$ cat config.mk
export PLATFORM = sky130hd
export DESIGN_NAME = af_addr_filter
export DESIGN_NICKNAME = d
export VERILOG_FILES = /design/src/rtl/af_pkg.sv /design/src/rtl/af_setup_loader.sv /design/src/rtl/af_entry_table.sv /design/src/rtl/af_match_engine.sv /design/src/rtl/af_addr_filter.sv
export SDC_FILE = /design/constraint.sdc
export NUM_CORES = 2
export LEC_CHECK = 0
export ABC_CLOCK_PERIOD_IN_PS = 9000
export CAP_MARGIN = 20
export CELL_PAD_IN_SITES_DETAIL_PLACEMENT = 0
export CELL_PAD_IN_SITES_GLOBAL_PLACEMENT = 2
export CORE_ASPECT_RATIO = 1.1
export CORE_MARGIN = 8
export CORE_UTILIZATION = 45
export DETAILED_ROUTE_END_ITERATION = 12
export GPL_ROUTABILITY_DRIVEN = 0
export PLACE_DENSITY = 0.87
export SLEW_MARGIN = 10
export SYNTH_ARGS = -nofsm -noshare
export SYNTH_HDL_FRONTEND = slang
export SYNTH_HIERARCHICAL = 1
export SYNTH_SLANG_ARGS = --single-unit
$ cat constraint.sdc
create_clock -name clk_i -period 9 [get_ports clk_i]
set_input_delay 1.8 -clock clk_i [delete_from_list [all_inputs] [get_ports clk_i]]
set_output_delay 1.8 -clock clk_i [all_outputs]
set_load 0.1 [all_outputs]
$ cat src/rtl/af_pkg.sv
package af_pkg;
  localparam int unsigned MAC_W      = 48;
  localparam int unsigned SLOT_BYTES = 12;

  typedef logic [MAC_W-1:0] mac_t;

  typedef struct packed {
    logic accept;
    logic filt_fail;
    logic mcast;
  } verdict_t;

  // setup slot offset -> {valid, address byte position}
  function automatic logic [3:0] off_to_lane(input logic [3:0] off);
    case (off)
      4'd0:    return 4'b1_000;
      4'd1:    return 4'b1_001;
      4'd4:    return 4'b1_010;
      4'd5:    return 4'b1_011;
      4'd8:    return 4'b1_100;
      4'd9:    return 4'b1_101;
      default: return 4'b0_000;
    endcase
  endfunction

  function automatic verdict_t decide(input logic bcast, input logic promisc,
                                      input logic rx_all, input logic all_mc,
                                      input logic inverse, input logic grp,
                                      input logic hit);
    verdict_t v;
    v = '0;
    if (bcast) begin
      v.accept = 1'b1;
    end else if (promisc || rx_all) begin
      v.accept    = 1'b1;
      v.filt_fail = 1'b1;
    end else if (all_mc && grp) begin
      v.accept = 1'b1;
      v.mcast  = 1'b1;
    end else begin
      v.accept = hit ^ inverse;
    end
    return v;
  endfunction
endpackage

$ cat src/rtl/af_setup_loader.sv
module af_setup_loader
  import af_pkg::*;
#(
  parameter int unsigned ENTRIES = 16
) (
  input  logic                     clk_i,
  input  logic                     rst_ni,
  input  logic                     valid_i,
  input  logic                     first_i,
  input  logic                     last_i,
  input  logic [7:0]               byte_i,
  output logic                     commit_o,
  output mac_t [ENTRIES-1:0]       stage_o
);
  localparam int unsigned SETUP_LEN = ENTRIES * SLOT_BYTES;
  localparam int unsigned CNT_MAX   = SETUP_LEN + 1;
  localparam int unsigned CNT_W     = $clog2(CNT_MAX + 1);
  localparam int unsigned SLOT_W    = $clog2(ENTRIES + 1);
  localparam int unsigned IDX_W     = $clog2(ENTRIES);

  logic              active_q;
  logic [CNT_W-1:0]  cnt_q, cur_cnt, cnt_nx;
  logic [SLOT_W-1:0] slot_q, cur_slot, slot_nx;
  logic [3:0]        off_q, cur_off, off_nx;
  logic [3:0]        lane;
  logic              take, wr_en, done;
  mac_t [ENTRIES-1:0] stage_q;

  always_comb begin
    take     = valid_i && (first_i || active_q);
    cur_cnt  = first_i ? '0 : cnt_q;
    cur_slot = first_i ? '0 : slot_q;
    cur_off  = first_i ? '0 : off_q;
    cnt_nx   = (cur_cnt == CNT_W'(CNT_MAX)) ? cur_cnt : cur_cnt + 1'b1;
    if (cur_off == 4'(SLOT_BYTES - 1)) begin
      off_nx  = '0;
      slot_nx = (cur_slot == SLOT_W'(ENTRIES)) ? cur_slot : cur_slot + 1'b1;
    end else begin
      off_nx  = cur_off + 1'b1;
      slot_nx = cur_slot;
    end
    lane  = off_to_lane(cur_off);
    wr_en = take && lane[3] && (cur_slot < SLOT_W'(ENTRIES));
    done  = take && last_i && (cnt_nx == CNT_W'(SETUP_LEN));
  end

  always_ff @(posedge clk_i or negedge rst_ni) begin
    if (!rst_ni) begin
      active_q <= 1'b0;
      cnt_q    <= '0;
      slot_q   <= '0;
      off_q    <= '0;
      commit_o <= 1'b0;
      stage_q  <= '0;
    end else begin
      commit_o <= done;
      if (take) begin
        active_q <= !last_i;
        cnt_q    <= cnt_nx;
        slot_q   <= slot_nx;
        off_q    <= off_nx;
      end
      if (wr_en) stage_q[cur_slot[IDX_W-1:0]][8*lane[2:0] +: 8] <= byte_i;
    end
  end

  assign stage_o = stage_q;
endmodule

$ cat src/rtl/af_entry_table.sv
module af_entry_table
  import af_pkg::*;
#(
  parameter int unsigned ENTRIES = 16
) (
  input  logic               clk_i,
  input  logic               rst_ni,
  input  logic               load_i,
  input  mac_t [ENTRIES-1:0] data_i,
  output mac_t [ENTRIES-1:0] entries_o
);
  mac_t [ENTRIES-1:0] tbl_q;

  always_ff @(posedge clk_i or negedge rst_ni) begin
    if (!rst_ni)     tbl_q <= '0;
    else if (load_i) tbl_q <= data_i;
  end

  assign entries_o = tbl_q;
endmodule

$ cat src/rtl/af_match_engine.sv
module af_match_engine
  import af_pkg::*;
#(
  parameter int unsigned ENTRIES = 16,
  parameter int unsigned LANES   = 4
) (
  input  logic               clk_i,
  input  logic               rst_ni,
  input  logic               start_i,
  input  mac_t               addr_i,
  input  mac_t [ENTRIES-1:0] entries_i,
  output logic               busy_o,
  output logic               final_o,
  output logic               hit_o
);
  localparam int unsigned STEPS  = ENTRIES / LANES;
  localparam int unsigned STEP_W = (STEPS > 1) ? $clog2(STEPS) : 1;
  localparam int unsigned IDX_W  = $clog2(ENTRIES);

  logic              busy_q;
  logic [STEP_W-1:0] step_q;
  mac_t              addr_q;
  logic              acc_q;
  logic [LANES-1:0]  lane_hit;

  for (genvar l = 0; l < LANES; l++) begin : g_lane
    logic [IDX_W-1:0] idx;
    assign idx         = IDX_W'(32'(step_q) * LANES + l);
    assign lane_hit[l] = (entries_i[idx] == addr_q);
  end

  assign busy_o  = busy_q;
  assign final_o = busy_q && (step_q == STEP_W'(STEPS - 1));
  assign hit_o   = acc_q || (|lane_hit);

  always_ff @(posedge clk_i or negedge rst_ni) begin
    if (!rst_ni) begin
      busy_q <= 1'b0;
      step_q <= '0;
      addr_q <= '0;
      acc_q  <= 1'b0;
    end else if (!busy_q) begin
      if (start_i) begin
        busy_q <= 1'b1;
        step_q <= '0;
        addr_q <= addr_i;
        acc_q  <= 1'b0;
      end
    end else begin
      acc_q <= hit_o;
      if (final_o) busy_q <= 1'b0;
      else         step_q <= step_q + 1'b1;
    end
  end
endmodule

$ cat src/rtl/af_addr_filter.sv
module af_addr_filter
  import af_pkg::*;
#(
  parameter int unsigned ENTRIES = 16,
  parameter int unsigned LANES   = 4
) (
  input  logic        clk_i,
  input  logic        rst_ni,
  input  logic        setup_valid_i,
  input  logic        setup_first_i,
  input  logic        setup_last_i,
  input  logic [7:0]  setup_byte_i,
  input  logic        req_valid_i,
  input  logic [47:0] req_addr_i,
  input  logic        promisc_i,
  input  logic        rx_all_i,
  input  logic        all_mcast_i,
  input  logic        inverse_i,
  output logic        req_ready_o,
  output logic        resp_valid_o,
  output logic        resp_accept_o,
  output logic        resp_filt_fail_o,
  output logic        resp_mcast_o
);
  logic               commit;
  mac_t [ENTRIES-1:0] stage, entries;
  logic               eng_busy, eng_final, eng_hit, req_fire;
  logic               pr_q, ra_q, amc_q, inv_q, bc_q, grp_q;
  verdict_t           verdict;

  af_setup_loader #(.ENTRIES(ENTRIES)) u_loader (
    .clk_i   (clk_i),
    .rst_ni  (rst_ni),
    .valid_i (setup_valid_i),
    .first_i (setup_first_i),
    .last_i  (setup_last_i),
    .byte_i  (setup_byte_i),
    .commit_o(commit),
    .stage_o (stage)
  );

  af_entry_table #(.ENTRIES(ENTRIES)) u_table (
    .clk_i    (clk_i),
    .rst_ni   (rst_ni),
    .load_i   (commit),
    .data_i   (stage),
    .entries_o(entries)
  );

  af_match_engine #(.ENTRIES(ENTRIES), .LANES(LANES)) u_engine (
    .clk_i    (clk_i),
    .rst_ni   (rst_ni),
    .start_i  (req_fire),
    .addr_i   (req_addr_i),
    .entries_i(entries),
    .busy_o   (eng_busy),
    .final_o  (eng_final),
    .hit_o    (eng_hit)
  );

  assign req_ready_o = !eng_busy;
  assign req_fire    = req_valid_i && !eng_busy;
  assign verdict     = decide(bc_q, pr_q, ra_q, amc_q, inv_q, grp_q, eng_hit);

  always_ff @(posedge clk_i or negedge rst_ni) begin
    if (!rst_ni) begin
      {pr_q, ra_q, amc_q, inv_q, bc_q, grp_q} <= '0;
      resp_valid_o     <= 1'b0;
      resp_accept_o    <= 1'b0;
      resp_filt_fail_o <= 1'b0;
      resp_mcast_o     <= 1'b0;
    end else begin
      resp_valid_o <= eng_final;
      if (req_fire) begin
        pr_q  <= promisc_i;
        ra_q  <= rx_all_i;
        amc_q <= all_mcast_i;
        inv_q <= inverse_i;
        bc_q  <= &req_addr_i;
        grp_q <= req_addr_i[0];
      end
      if (eng_final) begin
        resp_accept_o    <= verdict.accept;
        resp_filt_fail_o <= verdict.filt_fail;
        resp_mcast_o     <= verdict.mcast;
      end
    end
  end
endmodule

==> flow_metrics.tcl <==
set metrics [dict create \
    nNetsFinal 4435 \
    synthCells 4327 \
    fmaxAchievable_mhz 173 \
    drive_gt1_frac 0.489 \
    ctsHtreeMaxLevel 4 \
    route.top_layer_used "met5" \
    cts_tree "built" \
    grt_pass1_vias 39000 \
    ctsResizeCount 0 \
    syn-num-nets 4406 \
    yosysWarnings 6 \
    die_y_um 427 \
    yosysSeqAreaShare 0.585 \
    synth_edf_count 0 \
    netlist_area_um2 69200 \
    power_density_nw_per_um2 223 \
    die_x_um 390 \
    cp-start-kind "input pin" \
    cp_max_fo 20 \
    ys_ff_latch 1617 \
    fillCellCount 12800 \
    dr_wl_met3_mm 11.7 \
    finalClockSkew_ps 40.8 \
    antenna_found_initial 8 \
    clockBufferDepth 3 \
    grt_max_degree 190 \
    vias_per_cell 5.65 \
    tns_ps 0 \
    p_leak_uw 0.0367 \
    path_cells "buf_2 -> inv_1 -> buf_4 -> nand2_1 -> inv_1 -> ha_1 -> or2_2 -> nand3_1 -> ha_1 -> ha_1 -> nor2b_1 -> and4_1 -> and2_0 -> mux2_2" \
    drcViolationCount 0 \
    fin_cells 6551 \
    ant_nets 0 \
    maxSlewViolCount 0 \
    setup_viol 0 \
    root_buffer "clkbuf_16" \
    drt_first_pass_iters 5 \
    arrival_ps 6490 \
    post-route-min-period_ps 5770 \
    io_buffers 70 \
    power_uw 17200 \
    dpl.hpwl_mm 113 \
    cts_buffers 163 \
    synthArstFlopShare 1.00 \
    crit_buf_inv 4 \
    crit_path_end_kind "register" \
    cts_sinks 1617 \
    rsz0062_at_grt "no" \
    vias 37000 \
    drt_wl_total_mm 172 \
    dpl.cell_count 6254 \
    syn_to_final_growth_pct 11.5 \
    synth_area_per_cell_um2 16.0 \
    clk_pin_slew_worst_paths_ps 60 \
    hold_path.class "register to register" \
    worstPathRequired_ps 9720 \
    worstSetupPathType "input pin to register" \
    antenna_cells 0 \
    cts_hold_buf 0 \
    drtIter0Drc 3070 \
    met2_length_mm 80.9 \
    critPathMostFrequentCell "ha_1" \
    grt_usage 0.207 \
    ir_drop_mv 0.262 \
    status "completed" \
    cp_slowest_cell "and2_0" \
    drv_cap 0 \
    postCtsSetupBuffers 0 \
    insertion_delay_ps 810 \
    max_stage_delay_ps 840 \
    synth_cell_types 67 \
    relSlewSlack 0.0857 \
    io_pins 71 \
    finish.instance_area_um2 77100 \
    overflow 0 \
    tightest_slew_ps 1370 \
    hold_viol 0 \
    core_um2 153000 \
    met1Wirelength_mm 73.3 \
    grt_pass1_wl_mm 260 \
    synth-main-ff-cell "dfrtp_1" \
    routedWlPerCell_um 26.2 \
    critPathTopFamily "simple AND/OR/NAND/NOR gates" \
    place_area_um2 71700 \
    rows 151 \
    fp.dieArea_um2 166000 \
    initial_core_util 0.451 \
    period_share 0.641 \
]
power by group:
| group | switching [µW] | internal [µW] | total (µW) |
|---|---|---|---|
| registers | 469 | 7450 | 7920 |
| logic | 1570 | 934 | 2510 |
| clock network | 2860 | 3880 | 6750 |
cell usage after synthesis, drive strengths merged, types with 20 or more instances:
master  number  share of area
mux2      1591           0.26
o21ai       20         0.0014
xnor2      195          0.025
and2        40         0.0036
nand2       41         0.0022
nor2        49         0.0034
mux4       192          0.063
nor3        45         0.0082
inv         27         0.0015
nand3       48         0.0051
buf        156          0.015
nand4       73         0.0066
dfrtp     1617           0.59
clkbuf     120         0.0065
stage by stage:
step / hold slack, ps / utilization / worst slack (ps)
final: 483 / 0.503 / 3230
after detailed placement: 479 / 0.468 / 2530
after CTS: 487 / 0.503 / 3390
after global routing: 498 / 0.503 / 3040
after floorplan: 459 / - / 3630
after global placement: 468 / 0.468 / 2640
final cells by class:
type	instances	area [µm²]	area share
Sequential cell	1617	40500	0.525
Multi-Input combinational cell	2407	27100	0.352
Timing Repair Buffer	140	1430	0.0185
Tap cell	2065	2580	0.0335
Clock buffer	250	4860	0.0630
Clock inverter	45	529	0.00687
Inverter	27	101	0.00131
cells by family after synthesis:
group                    share of synthesized area
multiplexers                                 0.323
AND/OR/NAND/NOR                             0.0354
flip-flops                                   0.585
buffers and inverters                       0.0231
XOR/XNOR                                    0.0249
AO/OA/AOI/OAI                              0.00608
adder cells (fa/ha/maj)                    0.00251
registers in the layout, summed over array words and instances, names as in the netlist, 2 cells and up:
name,count
u_loader/stage_o,768
u_table/entries_o,768
u_engine/addr_q,48
u_loader/cnt_q,8
u_loader/slot_q,5
u_loader/off_q,4
u_engine/step_q,2
placed cells by master, fill, tap and decap left out, types with 13 or more instances in the layout:
cell                n
mux2_2           1576
nor2_2             21
and2_1             19
ha_1               13
xnor2_1           195
clkbuf_16         163
nand3_2            22
o21ai_0            19
clkinv_2           22
nand2_1            41
nand3_1            26
buf_12             14
buf_4              53
mux4_2            192
nor3_4             26
clkbuf_8           45
clkbuf_1           42
dfrtp_1          1614
nor4_1             15
inv_1              27
clkdlybuf4s50_1    68
nand4_1            73
nor2_1             27
and2_0             21
path summary, 6_finish.rpt:
kind / start / end / slack, ps / cells past startpoint
min in group asynchronous: rst_ni / u_table/entries_o[389] / 990 / 1
worst min-delay path: u_loader/stage_o[495] / u_table/entries_o[495] / 480 / 1
max in group asynchronous: rst_ni / u_table/entries_o[285] / 6020 / 3
worst max-delay path: setup_first_i / u_loader/stage_o[406] / 3230 / 14
worst min register to register: u_loader/stage_o[495] / u_table/entries_o[495] / 480 / 1
worst max register to register: u_engine/step_q[0] / resp_accept_o / 4110 / 9
metal layers:
| layer | up-vias | global-route usage |
|---|---|---|
| met5 | - | 0 |
| met4 | 2 | 0.0686 |
| met3 | 263 | 0.0468 |
| met2 | 968 | 0.328 |
| met1 | 20100 | 0.284 |
| li1 | 15700 | - |
Power figures use the tool's default switching activity.
